## config.mk

```make
export PLATFORM = sky130hd
export DESIGN_NAME = gpio_bank
export DESIGN_NICKNAME = d
export VERILOG_FILES = /design/src/rtl/gpio_pkg.sv /design/src/rtl/gpio_regfield.sv /design/src/rtl/gpio_sync.sv /design/src/rtl/gpio_pad_drive.sv /design/src/rtl/gpio_bank.sv
export SDC_FILE = /design/constraint.sdc
export NUM_CORES = 1
export LEC_CHECK = 0
export ABC_CLOCK_PERIOD_IN_PS = 1800
export BUFFER_PORTS_ARGS = -buffer_cell sky130_fd_sc_hd__buf_2
export CORE_ASPECT_RATIO = 0.5
export CORE_MARGIN = 4
export CORE_UTILIZATION = 25
export DETAILED_ROUTE_END_ITERATION = 10
export GPL_TIMING_DRIVEN = 0
export MAX_ROUTING_LAYER = met4
export SYNTH_ARGS = -nofsm -noshare
export SYNTH_HDL_FRONTEND = slang
export SYNTH_SLANG_ARGS = --single-unit
```

## constraint.sdc

```tcl
create_clock -name clk -period 1.8 [get_ports clk]
set_clock_uncertainty 0.05 [all_clocks]
set_input_delay 0.27 -clock clk [delete_from_list [all_inputs] [get_ports clk]]
set_output_delay 0.27 -clock clk [all_outputs]
set_load 0.05 [all_outputs]
```

## src/rtl/gpio_pkg.sv

```systemverilog
package gpio_pkg;
  typedef enum logic [1:0] {
    OP_WRITE = 2'd0,
    OP_CLEAR = 2'd1,
    OP_SET   = 2'd2,
    OP_FLIP  = 2'd3
  } alias_op_e;

  typedef enum logic [1:0] {
    SEL_DIR    = 2'd0,
    SEL_PIN    = 2'd1,
    SEL_LATCH  = 2'd2,
    SEL_ODRAIN = 2'd3
  } reg_sel_e;
endpackage

```

## src/rtl/gpio_regfield.sv

```systemverilog
module gpio_regfield
  import gpio_pkg::*;
#(
  parameter int              W         = 16,
  parameter logic [W-1:0]    RESET_VAL = '0
) (
  input  logic         clk,
  input  logic         rst,
  input  logic         wr_en,
  input  alias_op_e    op,
  input  logic [W-1:0] wval,
  output logic [W-1:0] q
);
  always_ff @(posedge clk) begin
    if (rst) begin
      q <= RESET_VAL;
    end else if (wr_en) begin
      case (op)
        OP_WRITE: q <= wval;
        OP_CLEAR: q <= q & ~wval;
        OP_SET:   q <= q | wval;
        OP_FLIP:  q <= q ^ wval;
        default:  q <= q;
      endcase
    end
  end
endmodule

```

## src/rtl/gpio_sync.sv

```systemverilog
module gpio_sync #(
  parameter int W      = 16,
  parameter int STAGES = 2
) (
  input  logic         clk,
  input  logic         rst,
  input  logic [W-1:0] d,
  output logic [W-1:0] q
);
  logic [W-1:0] stage [STAGES];

  always_ff @(posedge clk) begin
    if (rst) begin
      for (int i = 0; i < STAGES; i++) stage[i] <= '0;
    end else begin
      stage[0] <= d;
      for (int i = 1; i < STAGES; i++) stage[i] <= stage[i-1];
    end
  end

  assign q = stage[STAGES-1];
endmodule

```

## src/rtl/gpio_pad_drive.sv

```systemverilog
module gpio_pad_drive #(
  parameter int W = 16
) (
  input  logic [W-1:0] dir_in,
  input  logic [W-1:0] odrain,
  input  logic [W-1:0] latch,
  output logic [W-1:0] out,
  output logic [W-1:0] oe
);
  for (genvar b = 0; b < W; b++) begin : g_pin
    // Open-drain pins never drive high; they release instead.
    assign out[b] = latch[b] & ~odrain[b];
    assign oe[b]  = ~dir_in[b] & ~(odrain[b] & latch[b]);
  end
endmodule

```

## src/rtl/gpio_bank.sv

```systemverilog
module gpio_bank
  import gpio_pkg::*;
#(
  parameter int PIN_W = 16,
  parameter int BUS_W = 32
) (
  input  logic             clk,
  input  logic             rst,
  input  logic [3:0]       bus_addr,
  input  logic [BUS_W-1:0] bus_wdata,
  input  logic             bus_we,
  output logic [BUS_W-1:0] bus_rdata,
  input  logic [PIN_W-1:0] pad_in,
  output logic [PIN_W-1:0] pad_out,
  output logic [PIN_W-1:0] pad_oe
);
  localparam int OP_BITS  = 2;
  localparam int SEL_BITS = 2;
  localparam int ADDR_W   = OP_BITS + SEL_BITS;

  reg_sel_e   sel;
  alias_op_e  op;
  logic [PIN_W-1:0] wval;
  logic [PIN_W-1:0] dir_q, latch_q, od_q, pin_sync;
  logic             dir_we, latch_we, od_we;
  logic [BUS_W-1:0] rd_next;

  assign sel  = reg_sel_e'(bus_addr[ADDR_W-1:OP_BITS]);
  assign op   = alias_op_e'(bus_addr[OP_BITS-1:0]);
  assign wval = bus_wdata[PIN_W-1:0];

  assign dir_we   = bus_we && (sel == SEL_DIR);
  assign latch_we = bus_we && ((sel == SEL_LATCH) || (sel == SEL_PIN));
  assign od_we    = bus_we && (sel == SEL_ODRAIN);

  gpio_regfield #(.W(PIN_W), .RESET_VAL({PIN_W{1'b1}})) u_dir (
    .clk(clk), .rst(rst), .wr_en(dir_we), .op(op), .wval(wval), .q(dir_q)
  );
  gpio_regfield #(.W(PIN_W), .RESET_VAL('0)) u_latch (
    .clk(clk), .rst(rst), .wr_en(latch_we), .op(op), .wval(wval), .q(latch_q)
  );
  gpio_regfield #(.W(PIN_W), .RESET_VAL('0)) u_odrain (
    .clk(clk), .rst(rst), .wr_en(od_we), .op(op), .wval(wval), .q(od_q)
  );

  gpio_sync #(.W(PIN_W), .STAGES(2)) u_sync (
    .clk(clk), .rst(rst), .d(pad_in), .q(pin_sync)
  );

  gpio_pad_drive #(.W(PIN_W)) u_drive (
    .dir_in(dir_q), .odrain(od_q), .latch(latch_q), .out(pad_out), .oe(pad_oe)
  );

  always_comb begin
    rd_next = '0;
    if (op == OP_WRITE) begin
      case (sel)
        SEL_DIR:    rd_next[PIN_W-1:0] = dir_q;
        SEL_PIN:    rd_next[PIN_W-1:0] = pin_sync;
        SEL_LATCH:  rd_next[PIN_W-1:0] = latch_q;
        SEL_ODRAIN: rd_next[PIN_W-1:0] = od_q;
        default:    rd_next = '0;
      endcase
    end
  end

  always_ff @(posedge clk) begin
    if (rst) bus_rdata <= '0;
    else     bus_rdata <= rd_next;
  end
endmodule

```

# After elaboration in Yosys (flattened, before gate mapping)
# Memories as Yosys holds them, arrays and structs flattened.
# Cells that the tools add are included.
dict set report classes {
  eq_ne 6
  muxes 9
  n_bitwise 109
  n_reduce_logical 7
}
# cell n
set op_table {}
lappend op_table {{16-bit case mux with 4 select lines} 4}
lappend op_table {{1-bit NOT} 49}
lappend op_table {{1-bit AND} 48}
lappend op_table {{16-bit AND} 3}
lappend op_table {{16-bit OR} 3}
lappend op_table {{16-bit bitwise XOR} 3}
lappend op_table {{16-bit 2-to-1 mux} 2}
lappend op_table {{16-bit NOT} 1}
lappend op_table {{2-bit equality test, second input constant} 4}
lappend op_table {{2-bit by 1-bit equality test with 1-bit output, second input constant} 2}
lappend op_table {{2-bit logical NOT} 2}
lappend op_table {{1-bit logical AND} 3}
lappend op_table {{1-bit 2-to-1 mux} 3}
lappend op_table {{1-bit OR} 2}
lappend op_table {{2-bit OR reduction} 1}
lappend op_table {{1-bit logical OR} 1}
dict set report totals {
  regBits 80
  mem_bits_rw 32
  in_bits 55
  out_inout_bits 64
  word_cells 137
  mem_count 1
}
# name depth width read_ports rd_clocked_by_memory_dff wr line_no
set memory_table {}
lappend memory_table {u_sync.stage 2 16 2 0 2 gpio_sync.sv:10} ;# logic [W-1:0] stage [STAGES];

# Logic depth before layout (Yosys ltp)
dict set report depth {
  ltp_word 3
  depth_mapped 6
  depth_no_buf 5
}

# Hierarchy
# Synthesis repeated with hierarchy kept, for this count alone.
dict set report unflattened {
  hier_cells 757
  area_unflattened_um2 6914.1
}
# mod n_inst cells_each area_per_inst_um2
set by_module_without_submodules {}
lappend by_module_without_submodules {{gpio_regfield (u_latch ...)} 2 175 1557.7}
lappend by_module_without_submodules {{gpio_regfield (u_dir)} 1 173 1450.1}
lappend by_module_without_submodules {gpio_bank 1 119 1084.8}
lappend by_module_without_submodules {gpio_sync 1 83 983.4}
lappend by_module_without_submodules {gpio_pad_drive 1 32 280.3}

# Worst setup path before layout
# No wires, ideal clock.
dict set report synth_path {
  path_kind {reg2out}
  from {reg u_latch.q[0]}
  to {out pad_oe[0]}
  arrival_ns 1.105
  required_time_ns 1.480
  setup_slack_ns 0.375
  path_stages_with_launch 2
  path_buffers 0
  path_cell_list {dfxtp_1 > a21oi_1}
}
dict set report synth_between {
  elab_chain_len 3
}
# element line_no
set synth_rtl {}
lappend synth_rtl {{start, declared} gpio_regfield.sv:12} ;# output logic [W-1:0] q
lappend synth_rtl {{start signal, assigned} gpio_regfield.sv:19} ;# OP_WRITE: q <= wval;
lappend synth_rtl {{start signal, assigned} gpio_regfield.sv:20} ;# OP_CLEAR: q <= q & ~wval;
lappend synth_rtl {{start signal, assigned} gpio_regfield.sv:21} ;# OP_SET: q <= q | wval;
lappend synth_rtl {{1-bit AND} gpio_pad_drive.sv:13} ;# assign oe[b] = ~dir_in[b] & ~(odrain[b] & latch[b]);
lappend synth_rtl {{1-bit NOT} gpio_pad_drive.sv:13}
lappend synth_rtl {{1-bit AND} gpio_pad_drive.sv:13}
lappend synth_rtl {{end, declared} gpio_bank.sv:15} ;# output logic [PIN_W-1:0] pad_oe
# No other way between the ends.

# Final worst setup path
dict set report layout_path {
  from {in bus_addr[2]}
  to {reg u_latch.q[14]}
}
dict set report layout_between {
  elab_chain_len 3
  elab_cells_between_ends 4
  classes_between {eq/ne: 2; reduce/logical: 2}
}
# element line_no
set layout_rtl {}
lappend layout_rtl {{start, declared} gpio_bank.sv:9} ;# input logic [3:0] bus_addr,
lappend layout_rtl {{2-bit equality test or 2-bit by 1-bit equality test with 1-bit output (tied branches)} gpio_bank.sv:33} ;# assign latch_we = bus_we && ((sel == SEL_LATCH) || (sel == SEL_PIN));
lappend layout_rtl {{1-bit logical OR (*)} gpio_bank.sv:33}
lappend layout_rtl {{1-bit logical AND (*)} gpio_bank.sv:33}
lappend layout_rtl {{end signal, assigned} gpio_regfield.sv:21}
lappend layout_rtl {{end signal, assigned} gpio_regfield.sv:22} ;# OP_FLIP: q <= q ^ wval;
lappend layout_rtl {{end signal, assigned} gpio_regfield.sv:23} ;# default: q <= q;
# Mark *: on every way between the ends. The rest lies on a longest branch, timed or not.
# A chain may end at the register's enable or synchronous reset.

==> metrics.csv <==
metric,value,unit
root_buffer,clkbuf_16,
start_util,26.0,%
numPortBuffers,83,
io_pins,119,
dr_total_vias,5423,
required,2.01,ns
dieArea,28200,um^2
viasPerCell,4.90,
yosys.area.top_type_share,30.2,%
peakVddDrop,0.000408,V
cap_violations,0,
timing.rr.start,u_dir.q[4],
report.final.slew_viol_count,0,
num-nets-final,922,
postLayoutCoreUtil,30.8,%
cp_slowest_stage_delay,0.64,ns
hpwl,14.8,mm
ant_nets,0,
fp.dieH,121,um
timing.max_slew.rel_slack,46.7,%
use_met2,24.9,%
path_depth,7,
post-cts-setup-buffer-count,0,
cp-end-kind,flop,
synthDistinctLibCells,29,
status,"complete, no violations",
post-route-drc-count,0,
met3_usage,2.38,%
synth.most_common_cell,ha_1,
setup_viol,0,
worst_r2r_endpoint,u_dir.q[4],
first_pass_iters,7,
reg2reg_slack,0.46,ns
whs_path_depth,2,
power.density,745,nW/um^2
die_w,234,um
cp.arrival,1.94,ns
synthArstFlopShare,0,%
synthTopCellsByCount,"ha_1, dfxtp_1, inv_1",
num-fill-cells,2533,
synth_area,6360,um^2
synth-edff-count,0,
core_area,24500,um^2
drtIter0Drc,522,
cts_made_buffers,9,
use_met1,17.5,%
post-route-min-period,1.73,ns
holdCritPathClass,in -> reg,
crit_path_top_delay_cell,clkbuf_1,
ys_warn_count,0,
finalHoldViolCount,0,
gr-usage-all-layers,14.9,%
grt_busiest_layer,met2,
rsz0062_at_grt,false,
placedCellCount,1091,
syn_inst,657,
cp_top_family,buffers and inverters,
tightest_slew,0.799,ns
syn2layout_area_growth,18.6,%
placementRows,40,
p_leak,3.82,nW
worstSetupPathType,in -> reg,
wl_per_cell,18.7,um
grt_pass1_vias,5435,
max_freq,578,MHz
min-delay-start,pad_in[2],
hold_end,u_sync.stage[0][2],
clk_latency,0.37,ns
crit_start,bus_addr[2],
synth_largest_area_cell,dfxtp_1,
synth.area.top_cells,"dfxtp_1, ha_1, a21o_1",
crit_buf_inv,3,
cts_sinks,96,
grt_pass1_wl,31.0,mm
synth_flop_cell,dfxtp_1,
n_antenna_cell,0,
antenna_found_initial,0,
drt_wl_total,20.7,mm
syn_area_per_cell,9.68,um^2
worst_setup_path_start_kind,input port,
cts_tree,yes,
grt_max_degree,19,
rr_worst_depth,4,
gp_congestion,0.868,
cts.path.max_buffers,2,
instances_no_fill,1107,
cp_max_fo,10,
cp_cell_sequence,buf_2 > inv_1 > ha_1 > nand2_2 > clkbuf_1 > a21oi_1 > o311a_1,
ys_seq_elements,96,
fin_crit_sh,96.2,%
htree_levels,3,
drive_gt1_share,24.0,%
ys_seq_area_share,30.2,%
grt.overflow.total,0,
clk_pin_slew_worst_paths,0.08,ns
==> area by class of cell <==
class / instances / area, um^2 / share of cell area [%]
plain buffers: 59 / 393 / 5.21
clock buffers: 10 / 229 / 3.04
clock inverters: 6 / 57.6 / 0.764
inverters: 67 / 251 / 3.34
multi-input cells: 450 / 3850 / 51.1
flip-flops and latches: 96 / 1920 / 25.5
well taps: 336 / 420 / 5.58
repair buffers: 83 / 415 / 5.51
==> through the flow <==
stage	setup TNS, ns	instance area [um^2]	hold WS, ns	power (W)	setup WS (ns)
2_1_floorplan	0	6410	0.348	0.00331	0.375
3_3_place_gp	-6.65	7250	0.368	0.00363	-0.420
3_5_place_dp	-7.20	7250	0.375	0.00368	-0.402
4_1_cts	0	7540	0.0512	0.00565	0.0994
5_1_grt	0	7540	0.0572	0.00585	0.0132
6_report	0	7540	0.0575	0.00562	0.0685
==> metal layers <==
layer	share of wire, %	wire length [um]
met2	49	10000
met3	4.9	1020
met4	3.8	784
met1	43	8850
met5	0	0
==> placed cells by master (no fill, tap or decap), drive strengths merged <==
| cell type | synthesis | layout |
|---|---|---|
| buf | 43 | 126 |
| ha | 101 | 101 |
| dfxtp | 96 | 96 |
| inv | 67 | 71 |
| a21o | 61 | 61 |
| a21oi | 52 | 52 |
| nor2b | 48 | 48 |
| nor2 | 35 | 35 |
| mux2i | 32 | 32 |
| a221oi | 30 | 30 |
| clkbuf | 16 | 26 |
| a211o | 16 | 16 |
| o221a | 16 | 16 |
| a222oi | 16 | 16 |
| conb | 1 | 16 |
| o21ai | 16 | 16 |
| nand2 | 4 | 4 |
| and3 | 2 | 2 |
| o311a | 2 | 2 |
| clkinv | 0 | 2 |
| nand3 | 1 | 1 |
| nand4b | 1 | 1 |
| nor3 | 1 | 1 |
==> cells by family (layout without fill, tap and decap cells) <==
logic type               Yosys count  in the layout  synth area share, %
buffers and inverters            126            225                 10.1
adder cells (fa/ha/maj)          101            101                 19.9
multiplexers                      32             32                 5.04
flip-flops                        96             96                 30.2
other                              1             16               0.0590
AND/OR/NAND/NOR                   92             92                 8.05
AO/OA/AOI/OAI                    209            209                 26.6
==> sequential cells by signal, summed over array words and instances (netlist names) <==
signal	flops
u_sync.stage	32
bus_rdata	16
u_dir.q	16
u_latch.q	16
u_odrain.q	16
==> worst max path at each step <==
stage / to
after floorplan: pad_oe[0]
after global placement: bus_rdata[14]
after detailed placement: bus_rdata[14]
after CTS: u_latch.q[14]
after global routing: u_latch.q[14]
final: u_latch.q[14]
==> where the power goes <==
group          total (W)  internal (W)  switching, W
combinational    0.00132      0.000440      0.000877
sequential       0.00233       0.00223      0.000101
clock            0.00197      0.000975      0.000993
total            0.00562       0.00365       0.00197
==> timing repair <==
action                                  4_1_cts  5_1_grt
hold buffers                                  0        0
endpoints found under the setup margin        1        0
gates resized for setup                       1        0
Power figures use the tool's default switching activity.
